==> config.mk <==
export PLATFORM = sky130hd
export DESIGN_NAME = pll_mn_search
export DESIGN_NICKNAME = d
export VERILOG_FILES = /design/src/rtl/pll_srch_pkg.sv /design/src/rtl/pllsrch_divider.sv /design/src/rtl/pllsrch_prep.sv /design/src/rtl/pllsrch_best.sv /design/src/rtl/pll_mn_search.sv
export SDC_FILE = /design/constraint.sdc
export NUM_CORES = 1
export LEC_CHECK = 0
export BUFFER_PORTS_ARGS = -buffer_cell sky130_fd_sc_hd__buf_2
export CORE_ASPECT_RATIO = 1.25
export CORE_MARGIN = 2
export CORE_UTILIZATION = 57
export CTS_BUF_LIST = sky130_fd_sc_hd__clkbuf_8
export CTS_CLUSTER_SIZE = 16
export DETAILED_ROUTE_END_ITERATION = 12
export HOLD_SLACK_MARGIN = 0.02
export MAX_ROUTING_LAYER = met4
export PLACE_DENSITY_LB_ADDON = 0.08
export SYNTH_ARGS = -nofsm -noshare
export SYNTH_HDL_FRONTEND = slang
export SYNTH_SLANG_ARGS = --single-unit
==> constraint.sdc <==
create_clock -name clk -period 9.75 [get_ports clk]
set_input_delay 0.4875 -clock clk [delete_from_list [all_inputs] [get_ports clk]]
set_output_delay 0.4875 -clock clk [all_outputs]
set_load 0.01 [all_outputs]
==> src/rtl/pll_srch_pkg.sv <==
package pll_srch_pkg;
  localparam int unsigned DW        = 32;
  localparam int unsigned WORD_W    = 16;
  localparam int unsigned MW        = 6;
  localparam int unsigned NW        = 8;
  localparam int unsigned K_MAX     = 3;
  localparam int unsigned KW        = $clog2(K_MAX + 1);
  localparam int unsigned FRAC_BITS = 8;
  localparam logic [DW-1:0] XTAL_SCALED = 32'd938356;
  localparam int unsigned M_LO   = 2;
  localparam int unsigned M_HI   = 30;
  localparam int unsigned N_LO   = 35;
  localparam int unsigned N_HI   = 247;
  localparam int unsigned N_BIAS = 8;
  localparam int unsigned M_BIAS = 2;
  localparam int unsigned F_LO   = 8000;
  localparam int unsigned F_HI   = 15938;
  localparam logic [DW-1:0] XTAL_BASE = XTAL_SCALED * (N_LO + N_BIAS);
  localparam logic [WORD_W-1:0] ZERO_WORD = 16'h00E0;

  typedef enum logic [2:0] {
    ST_IDLE, ST_STEP, ST_BASE, ST_SCAN, ST_PACK
  } srch_state_t;
endpackage

==> src/rtl/pllsrch_divider.sv <==
module pllsrch_divider
  import pll_srch_pkg::*;
#(
  parameter int unsigned W = DW
) (
  input  logic         clk,
  input  logic         rst_n,
  input  logic         go_i,
  input  logic [W-1:0] num_i,
  input  logic [W-1:0] den_i,
  output logic [W-1:0] quo_o,
  output logic [W-1:0] rem_o,
  output logic         fin_o
);
  localparam int unsigned CW = $clog2(W + 1);

  logic [W-1:0]  quo_q, quo_d, rem_q, rem_d, den_q, den_d;
  logic [CW-1:0] cnt_q, cnt_d;
  logic          busy_q, busy_d, fin_q, fin_d;
  logic [W:0]    trial;

  always_comb begin
    quo_d  = quo_q;
    rem_d  = rem_q;
    den_d  = den_q;
    cnt_d  = cnt_q;
    busy_d = busy_q;
    fin_d  = 1'b0;
    trial  = {rem_q, quo_q[W-1]};
    if (go_i) begin
      quo_d  = num_i;
      rem_d  = '0;
      den_d  = den_i;
      cnt_d  = CW'(W);
      busy_d = 1'b1;
    end else if (busy_q) begin
      if (trial >= {1'b0, den_q}) begin
        rem_d = W'(trial - {1'b0, den_q});
        quo_d = {quo_q[W-2:0], 1'b1};
      end else begin
        rem_d = trial[W-1:0];
        quo_d = {quo_q[W-2:0], 1'b0};
      end
      cnt_d = cnt_q - CW'(1);
      if (cnt_q == CW'(1)) begin
        busy_d = 1'b0;
        fin_d  = 1'b1;
      end
    end
  end

  always_ff @(posedge clk or negedge rst_n) begin
    if (!rst_n) begin
      quo_q  <= '0;
      rem_q  <= '0;
      den_q  <= '0;
      cnt_q  <= '0;
      busy_q <= 1'b0;
      fin_q  <= 1'b0;
    end else begin
      quo_q  <= quo_d;
      rem_q  <= rem_d;
      den_q  <= den_d;
      cnt_q  <= cnt_d;
      busy_q <= busy_d;
      fin_q  <= fin_d;
    end
  end

  assign quo_o = quo_q;
  assign rem_o = rem_q;
  assign fin_o = fin_q;

  // a finished division leaves a remainder below the divisor
  assert_rem_below_den_R8: assert property (@(posedge clk) disable iff (!rst_n)
    fin_q |-> (rem_q < den_q));
  // the controller never restarts a division that is still running
  assert_no_restart_R10: assert property (@(posedge clk) disable iff (!rst_n)
    go_i |-> !busy_q);
endmodule

==> src/rtl/pllsrch_prep.sv <==
module pllsrch_prep
  import pll_srch_pkg::*;
#(
  parameter int unsigned TGT_W = 16
) (
  input  logic [TGT_W-1:0] tgt_i,
  output logic             zero_o,
  output logic [DW-1:0]    ref_o,
  output logic [KW-1:0]    k_o
);
  logic [DW-1:0] clamped, scaled;

  always_comb begin
    clamped = DW'(tgt_i);
    if (clamped < DW'(F_LO)) clamped = DW'(F_LO);
    if (clamped > DW'(F_HI)) clamped = DW'(F_HI);
    ref_o = (clamped << FRAC_BITS) / DW'(100);
    scaled = clamped;
    k_o = '0;
    for (int i = 0; i < int'(K_MAX); i++) begin
      if (scaled < DW'(F_LO << K_MAX)) begin
        scaled = scaled << 1;
        k_o    = k_o + KW'(1);
      end
    end
  end

  assign zero_o = (tgt_i == '0);
endmodule

==> src/rtl/pllsrch_best.sv <==
module pllsrch_best
  import pll_srch_pkg::*;
(
  input  logic          clk,
  input  logic          rst_n,
  input  logic          clr_i,
  input  logic          en_i,
  input  logic [DW-1:0] ref_i,
  input  logic [DW-1:0] fout_i,
  input  logic [MW-1:0] m_i,
  input  logic [NW-1:0] n_i,
  output logic [MW-1:0] best_m_o,
  output logic [NW-1:0] best_n_o
);
  logic [DW-1:0] err_q, err_d, diff;
  logic [MW-1:0] m_q, m_d;
  logic [NW-1:0] n_q, n_d;

  always_comb begin
    diff = (ref_i > fout_i) ? (ref_i - fout_i) : (fout_i - ref_i);
    err_d = err_q;
    m_d   = m_q;
    n_d   = n_q;
    if (clr_i) begin
      err_d = '1;
      m_d   = '0;
      n_d   = '0;
    end else if (en_i && (diff < err_q)) begin
      err_d = diff;
      m_d   = m_i;
      n_d   = n_i;
    end
  end

  always_ff @(posedge clk or negedge rst_n) begin
    if (!rst_n) begin
      err_q <= '1;
      m_q   <= '0;
      n_q   <= '0;
    end else begin
      err_q <= err_d;
      m_q   <= m_d;
      n_q   <= n_d;
    end
  end

  assign best_m_o = m_q;
  assign best_n_o = n_q;

  // the held best error never grows while candidates are scanned
  assert_best_monotone_R8: assert property (@(posedge clk) disable iff (!rst_n)
    (en_i && !clr_i) |=> (err_q <= $past(err_q)));
endmodule

==> src/rtl/pll_mn_search.sv <==
module pll_mn_search
  import pll_srch_pkg::*;
#(
  parameter int unsigned TGT_W = 16
) (
  input  logic              clk,
  input  logic              rst_n,
  input  logic              start_i,
  input  logic [TGT_W-1:0]  target_i,
  output logic [WORD_W-1:0] word_o,
  output logic              done_o
);
  srch_state_t st_q, st_d;
  logic [MW-1:0]     m_q, m_d, best_m;
  logic [NW-1:0]     n_q, n_d, best_n;
  logic [KW-1:0]     k_q, k_d, prep_k;
  logic [DW-1:0]     ref_q, ref_d, prep_ref;
  logic [DW-1:0]     qacc_q, qacc_d, racc_q, racc_d;
  logic [DW-1:0]     qstp_q, qstp_d, rstp_q, rstp_d;
  logic [WORD_W-1:0] word_q, word_d;
  logic              done_q, done_d, prep_zero;
  logic              div_go, div_fin, trk_clr, trk_en;
  logic [DW-1:0]     div_num, div_den, div_quo, div_rem;
  logic [DW-1:0]     den_cur, rsum, fout;

  pllsrch_prep #(.TGT_W(TGT_W)) prep_i (
    .tgt_i (target_i), .zero_o(prep_zero), .ref_o(prep_ref), .k_o(prep_k)
  );

  pllsrch_divider #(.W(DW)) div_i (
    .clk(clk), .rst_n(rst_n), .go_i(div_go), .num_i(div_num), .den_i(div_den),
    .quo_o(div_quo), .rem_o(div_rem), .fin_o(div_fin)
  );

  assign den_cur = DW'(m_q) + DW'(M_BIAS);
  assign rsum    = racc_q + rstp_q;
  assign fout    = qacc_q >> (DW'(k_q) + DW'(FRAC_BITS));
  assign div_den = DW'(m_d) + DW'(M_BIAS);

  pllsrch_best best_i (
    .clk(clk), .rst_n(rst_n), .clr_i(trk_clr), .en_i(trk_en),
    .ref_i(ref_q), .fout_i(fout), .m_i(m_q), .n_i(n_q),
    .best_m_o(best_m), .best_n_o(best_n)
  );

  always_comb begin
    st_d    = st_q;
    m_d     = m_q;
    n_d     = n_q;
    k_d     = k_q;
    ref_d   = ref_q;
    qacc_d  = qacc_q;
    racc_d  = racc_q;
    qstp_d  = qstp_q;
    rstp_d  = rstp_q;
    word_d  = word_q;
    done_d  = 1'b0;
    div_go  = 1'b0;
    div_num = XTAL_SCALED;
    trk_clr = 1'b0;
    trk_en  = 1'b0;
    case (st_q)
      ST_IDLE: begin
        if (start_i) begin
          if (prep_zero) begin
            word_d = ZERO_WORD;
            done_d = 1'b1;
          end else begin
            ref_d   = prep_ref;
            k_d     = prep_k;
            m_d     = MW'(M_LO);
            div_go  = 1'b1;
            trk_clr = 1'b1;
            st_d    = ST_STEP;
          end
        end
      end
      ST_STEP: begin
        if (div_fin) begin
          qstp_d  = div_quo;
          rstp_d  = div_rem;
          div_num = XTAL_BASE;
          div_go  = 1'b1;
          st_d    = ST_BASE;
        end
      end
      ST_BASE: begin
        if (div_fin) begin
          qacc_d = div_quo;
          racc_d = div_rem;
          n_d    = NW'(N_LO);
          st_d   = ST_SCAN;
        end
      end
      ST_SCAN: begin
        trk_en = 1'b1;
        if (rsum >= den_cur) begin
          racc_d = rsum - den_cur;
          qacc_d = qacc_q + qstp_q + DW'(1);
        end else begin
          racc_d = rsum;
          qacc_d = qacc_q + qstp_q;
        end
        n_d = n_q + NW'(1);
        if (n_q == NW'(N_HI)) begin
          if (m_q == MW'(M_HI)) begin
            st_d = ST_PACK;
          end else begin
            m_d    = m_q + MW'(1);
            div_go = 1'b1;
            st_d   = ST_STEP;
          end
        end
      end
      ST_PACK: begin
        word_d = (WORD_W'(best_n) << 8) + (WORD_W'(k_q) << 6) + WORD_W'(best_m);
        done_d = 1'b1;
        st_d   = ST_IDLE;
      end
      default: st_d = ST_IDLE;
    endcase
  end

  always_ff @(posedge clk or negedge rst_n) begin
    if (!rst_n) begin
      st_q   <= ST_IDLE;
      m_q    <= '0;
      n_q    <= '0;
      k_q    <= '0;
      ref_q  <= '0;
      qacc_q <= '0;
      racc_q <= '0;
      qstp_q <= '0;
      rstp_q <= '0;
      word_q <= '0;
      done_q <= 1'b0;
    end else begin
      st_q   <= st_d;
      m_q    <= m_d;
      n_q    <= n_d;
      k_q    <= k_d;
      ref_q  <= ref_d;
      qacc_q <= qacc_d;
      racc_q <= racc_d;
      qstp_q <= qstp_d;
      rstp_q <= rstp_d;
      word_q <= word_d;
      done_q <= done_d;
    end
  end

  assign word_o = word_q;
  assign done_o = done_q;

  // zero target answers on the next edge
  assert_zero_fast_R2: assert property (@(posedge clk) disable iff (!rst_n)
    (st_q == ST_IDLE && start_i && target_i == '0) |=> (done_q && word_q == ZERO_WORD));
  // packed fields stay inside the scan ranges
  assert_fields_range_R7: assert property (@(posedge clk) disable iff (!rst_n)
    (done_q && word_q != ZERO_WORD) |->
      (word_q[5:0] >= 6'(M_LO) && word_q[5:0] <= 6'(M_HI) &&
       word_q[15:8] >= 8'(N_LO) && word_q[15:8] <= 8'(N_HI)));
  // done is a single-cycle pulse
  assert_done_pulse_R9: assert property (@(posedge clk) disable iff (!rst_n)
    done_q |=> !done_q);
  // the word moves only together with done
  assert_word_hold_R9: assert property (@(posedge clk) disable iff (!rst_n)
    !done_q |-> $stable(word_q));
  // the scan index stays in range while scanning
  assert_scan_index_R10: assert property (@(posedge clk) disable iff (!rst_n)
    (st_q == ST_SCAN) |-> (n_q >= NW'(N_LO) && n_q <= NW'(N_HI) && m_q <= MW'(M_HI)));
endmodule

# [After elaboration in Yosys (flattened, before gate mapping)]
# Cells that the tools add are included.
# W data, S select, Z words.
[totals] romBits=0 mem_bits_rw=0 latchBits=0 input_bits=19 register_bits=346 out_inout_bits=17 mem_count=0
[op_classes] reduce_logical=12 n_bitwise=1 n_addsub=17 n_mux=64 n_eq_ne=13 magnitude_cmp=9 n_shift=1 div=1 n_mul=0
[op_table] cell="$mux W32" count=15
[op_table] cell="$pmux W32 S2" count=2
[op_table] cell="$lt A32 B16 Y1 const B" count=3
[op_table] cell="$sub A32 B32 Y32" count=3
[op_table] cell="$add A32 B32 Y32" count=2
[op_table] cell="$mux W26" count=2
[op_table] cell="$mux W16" count=3
[op_table] cell="$mux W6" count=8
[op_table] cell="$ge A33 B32 Y1" count=1
[op_table] cell="$add A32 B1 Y32 const B" count=1
[op_table] cell="$div A32 B7 Y32 const B" count=1
[op_table] cell="$ge A32 B7 Y1" count=1
[op_table] cell="$gt A32 B32 Y1" count=1
[op_table] cell="$lt A32 B32 Y1" count=1
[op_table] cell="$pmux W16 S2" count=1
[op_table] cell="$shr A32 B5 Y32" count=1
[op_table] cell="$sub A32 B7 Y32" count=1
[op_table] cell="$mux W8" count=3
[op_table] cell="$mux W3" count=6
[op_table] cell="$mux W1" count=17
[op_table] cell="$add A16 B6 Y16" count=1
[op_table] cell="$add A16 B8 Y16" count=1
[op_table] cell="$gt A16 B14 Y1 const B" count=1
[op_table] cell="$logic_not A16 Y1" count=1
[op_table] cell="28 further kinds" count=41

# [Logic depth before layout (Yosys ltp)]
[depth] ltp_word=10 depth_mapped=54 ltp_nobuf=50

# [By module]
# From an unflattened synthesis, not the netlist that was laid out.
[unflattened] hier_cells=3783 area_unflattened_um2=31991.9
[modules_own_cells] module="pll_mn_search" seq_area_each_um2=4904.7 area_each_um2=14475.1 n_inst=1 cells_each=1545
[modules_own_cells] module="pllsrch_divider" seq_area_each_um2=2602.5 area_each_um2=6667.6 n_inst=1 cells_each=772
[modules_own_cells] module="pllsrch_best" seq_area_each_um2=1191.1 area_each_um2=6326.1 n_inst=1 cells_each=808
[modules_own_cells] module="pllsrch_prep" seq_area_each_um2=0.0 area_each_um2=4523.1 n_inst=1 cells_each=658

# [Worst setup path before layout]
# OpenSTA, ideal clock, no wires.
[synth_timing] path_type="input to register" startpoint="input port target_i[11]" endpoint="register ref_q[0]" setup_time_ns=0.087 path_buffers=2 cell_stages=51 arrival_ns=12.148 setup_slack_ns=-2.485 cell_sequence="buf_2 > nand4_4 > or3_1 > a2111oi_0 > and4bb_2 > or2_1 > mux2_4 > o31ai_2 > o21ai_1 > a211o_1 > and3_1 > buf_6 > or4_1 > nand3_2 > mux2i_1 > a21o_2 > a31o_2 > o21ai_1 > [... 15 more ...] > a311o_1 > o311ai_2 > nand3_1 > inv_1 > ha_1 > and2_1 > nand3_1 > nor4_1 > nor4_1 > nand2_1 > inv_1 > ha_1 > nor2b_1 > a2111oi_0 > a2111o_1 > o31ai_1 > mux2_2 > a22oi_1"
[synth_between] elab_chain_len=5 elab_cells_between_ends=8 classes_between="1 x div; 2 x order compare; 2 x mux; 1 x bitwise; 2 x reduce/logical"
[synth_rtl] item="from (decl)" line="pll_mn_search.sv:9" text="input logic [TGT_W-1:0] target_i,"
[synth_rtl] item="$lt A16 B13 Y1" line="pllsrch_prep.sv:15" text="if (clamped < DW'(F_LO)) clamped = DW'(F_LO);"
[synth_rtl] item="$mux W16" line="pllsrch_prep.sv:15"
[synth_rtl] item="$gt A16 B14 Y1" line="pllsrch_prep.sv:16" text="if (clamped > DW'(F_HI)) clamped = DW'(F_HI);"
[synth_rtl] item="$mux W32" line="pllsrch_prep.sv:16"
[synth_rtl] item="$div A32 B7 Y32" line="pllsrch_prep.sv:17" text="ref_o = (clamped << FRAC_BITS) / DW'(100);"
[synth_rtl] item="to (signal assigned)" line="pll_mn_search.sv:142" text="ref_q <= ref_d;"
[synth_rtl] item="to (decl)" line="pll_mn_search.sv:17" text="logic [DW-1:0] ref_q, ref_d, prep_ref;"
# Several ways; a longest one is shown, not always the timed one.
# A chain may end at the register's enable or synchronous reset.

# [Worst setup path in the final report]
[layout_timing] startpoint="input port target_i[5]" endpoint="register ref_q[0]"
# The elaborated chain is that of the path after synthesis.

==> impl.org <==
** Drt
- For this run, design rule violations remaining after detail routing come to 0.
- WL met1 :: 26,210 um
- Dividing the detail-routed wire length by the instance count gives 18.27 um.
- Number of DRC markers after the initial detailed-route iteration :: 1,269
- Vias :: 22,040
- Summed over all nets, wire length on met2 after detailed routing comes to 34,960 um.
- Vias per inst :: 6.034
- The first detailed-routing pass took 6 iterations.
- The routed design has 66,730 um of wire.
- Once detail routing completed, the nets flagged for antenna violations numbered 0.
- In this run the top signal layer used is met4.
- Metal3 WL :: 2535 um

** Logic synthesis
- Post-synthesis cell type with the largest combined area :: dfrtp_1
- Top cells by area, synth :: dfrtp_1 29%, ha_1 8.4%, nand2_1 6.2%
- Synth Flop Type :: dfrtp_1
- Proportion of netlist area held by the largest area contributor :: 28.78%
- The Yosys step of the flow raised 0 warnings.
- After synthesis the cells add up to 23,910 sq um.
- For this run, asynchronously set or reset flops after synthesis account for 100.0%.
- Number of synthesized flops with an enable pin :: 0
- The synthesized design contains 307 register bits.
- After synthesis, flip-flops and latches occupy 32.30% of the total area.
- Cell count after synthesis :: 2,836
- The average instance in the mapped netlist occupies 8.431 sq um.
- The number of different library cells used by synthesis comes to 118.

** Floorplan
- Chip Height :: 233.0 um
- Die W :: 187.2 um
- The floorplan step defined a core boundary enclosing 41,230 sq um.
- In this run the core area contains 83 standard-cell rows.
- For this configuration, the core starts out at a cell density of 58.00%.
- Floorplan die area :: 43,610 sq um
- For this design the top-level I/O count stands at 36.

** Timing
- The final critical path takes up 104.7% of the cycle.
- Once routing completed, OpenROAD measured the worst setup slack at -458.5 ps.
- Setup repair after global routing could not meet its margin everywhere.
- Tmin final :: 10,210 ps
- Worst Skew :: 14.05 ps
- Worst hold slack after final layout :: 347.6 ps
- In this run the tightest slew margin relative to its limit is 35.63%.
- The final hold violation count was 0.
- Achievable clock frequency :: 97.96 MHz
- For the pin with the worst max-slew slack, the measured transition is 965.5 ps.
- Setup violations remaining at the end of the flow were counted as 2.
- Number of max-slew violations in the final report :: 0

** Global routing
- Largest net degree at the start of global routing :: 101
- Number of global-route vias before repair :: 23,030
- Total global routing overflow :: 0
- First-pass GRT wire length :: 112,300 um
- Initial antenna violation count :: 2
- Global routing consumed, over all layers together, 31.95% of the routing resources.

** CTS
- The number of clock buffers added by TritonCTS is 49.
- Cell at the root of the clock tree :: clkbuf_8
- Num Clock Sinks :: 307
- TritonCTS built the clock tree.
- In this run the number of H-tree levels came out at 2.
- Clock latency on the worst-skew pair, taken at its later pin, is 600 ps.
- Maximum clock path buffer count :: 3
- Reg clk slew, reported paths :: 70 ps

** Run status
- The run finished, with violations left.
- The checks that failed: setup timing.

** Worst setup path
- Max stage delay cell, worst path :: or4_4
- For the worst setup path, the data required time is 10,200 ps.
- The setup path with the least slack is of type in2reg.
- Worst path max stage delay :: 570 ps
- CP startpoint kind :: primary input
- Worst setup EP type :: flop
- Max Fanout on Critical Path :: 5
- Cell seen most often among critical-path stages :: ha_4
- At the worst endpoint, the arrival time is 10,660 ps.

** Placement
- Number of port buffers :: 35
- Summed over all nets, the half-perimeter wirelength after detailed placement is 48,170 um.
- Placed cell count :: 3,538
- Minimum setup slack after placement :: -1356 ps
- Weighted congestion reported at the end of routability-driven placement :: 0.9317

** Final layout
- Final cell count without fillers :: 3,653
- Relative to the synthesized area, the layout overhead comes to 16.63%.
- Once layout is complete, the utilization of the core stands at 67.64%.
- In the layout the commonest cells are 395 x nand2_1, 277 x buf_4, 274 x dfrtp_1.
- Fraction of layout instances using a drive strength above 1 :: 18.07%
- For this run, the post-layout net count is 3,245.
- Leaving out fill and tap cells, the most frequent cell in the layout is nand2_1.

** Min path
- Worst hold-check path type :: in2reg

** Run
- Max capacitance violation total :: 0
-- critical path: cells and delay by family --
family                   cells  cell delay [ps]
AND/OR/NAND/NOR             17             3700
buffers and inverters        5              700
adder cells (fa/ha/maj)      4              870
XOR/XNOR                     1              190
AO/OA/AOI/OAI               20             4170
multiplexers                 2              530
-- state kept, by name, summed over array words and instances (netlist names), 7 cells and up --
signal	count
div_i.quo_o	32
word_o	16
best_i.err_q	32
best_i.best_n_o	8
racc_q	32
qstp_q	32
ref_q	18
div_i.den_q	7
rstp_q	32
n_q	8
qacc_q	32
div_i.rem_o	32
-- cells by family after synthesis --
logic type / synth area share, %
adder cells (fa/ha/maj): 8.922
flip-flops: 32.30
AO/OA/AOI/OAI: 23.13
multiplexers: 4.950
buffers and inverters: 5.112
XOR/XNOR: 7.096
other: 0.03141
AND/OR/NAND/NOR: 18.46
-- final cells by class --
type | count | area, sq um
multi-input combinational | 2213 | 15530
sequential | 307 | 7726
timing repair buffer | 315 | 2316
antenna | 2 | 5.005
fill | 3424 | 13340
tap | 552 | 690.7
inverter | 174 | 653.1
clock inverter | 29 | 126.4
clock buffer | 61 | 839.6
-- through the flow --
step | cell area [sq um] | TNS, ps
after floorplan | 24230 | -2886
after global placement | 26500 | -2016
after detailed placement | 26500 | -2858
after CTS | 27780 | -476.5
after global routing | 27890 | -1876
final | 27890 | -771.2
-- final timing paths --
kind	start	endpoint	slack (ps)	cells past startpoint
worst max-delay path	target_i[5]	ref_q[0]$_DFFE_PN0P_	-460	49
worst min register to register	rstp_q[24]$_DFFE_PN0P_	rstp_q[24]$_DFFE_PN0P_	480	2
worst min-delay path	start_i	st_q[0]$_DFFE_PN0P_	350	5
max in group asynchronous	rst_n	qstp_q[5]$_DFFE_PN0P_	7710	3
worst max register to register	k_q[0]$_DFFE_PN0P_	best_i.best_m_o[4]$_DFFE_PN0P_	1200	39
min in group asynchronous	rst_n	rstp_q[2]$_DFFE_PN0P_	550	2
-- cells in the mapped netlist, types with 20 or more instances --
| cell type | number |
|---|---|
| nand2_1 | 397 |
| dfrtp_1 | 275 |
| nor2_1 | 178 |
| inv_1 | 173 |
| a21oi_1 | 165 |
| o21ai_0 | 163 |
| ha_1 | 160 |
| xnor2_1 | 134 |
| clkbuf_1 | 119 |
| mux2i_1 | 101 |
| a22oi_1 | 68 |
| o21bai_1 | 59 |
| nand3_1 | 58 |
| a21o_1 | 55 |
| nor3_1 | 54 |
| xor2_1 | 51 |
| o211ai_1 | 48 |
| a211oi_1 | 42 |
| dfstp_2 | 32 |
| nand2b_1 | 31 |
| nor4_1 | 31 |
| nand4_1 | 27 |
| nor2b_1 | 26 |
| and3_1 | 20 |
-- per-layer routing --
metal | GRT usage [%] | vias up
met5 | - | -
met4 | 15.82 | 0
met3 | 3.243 | 197
met2 | 58.50 | 516
met1 | 34.55 | 10750
li1 | - | 10580
-- what timing repair did --
item | CTS | global route
setup endpoints to repair | 2 | 3
buffers inserted | 23 | 0
resized for setup | 28 | 17
endpoints found under the hold margin | 89 | 0
hold buffers | 1 | 0
pin swaps | 18 | 3
Power is left out: the tool's default activity adds up to more than one toggle a clock period on the data nets, which glitch-free logic cannot reach.
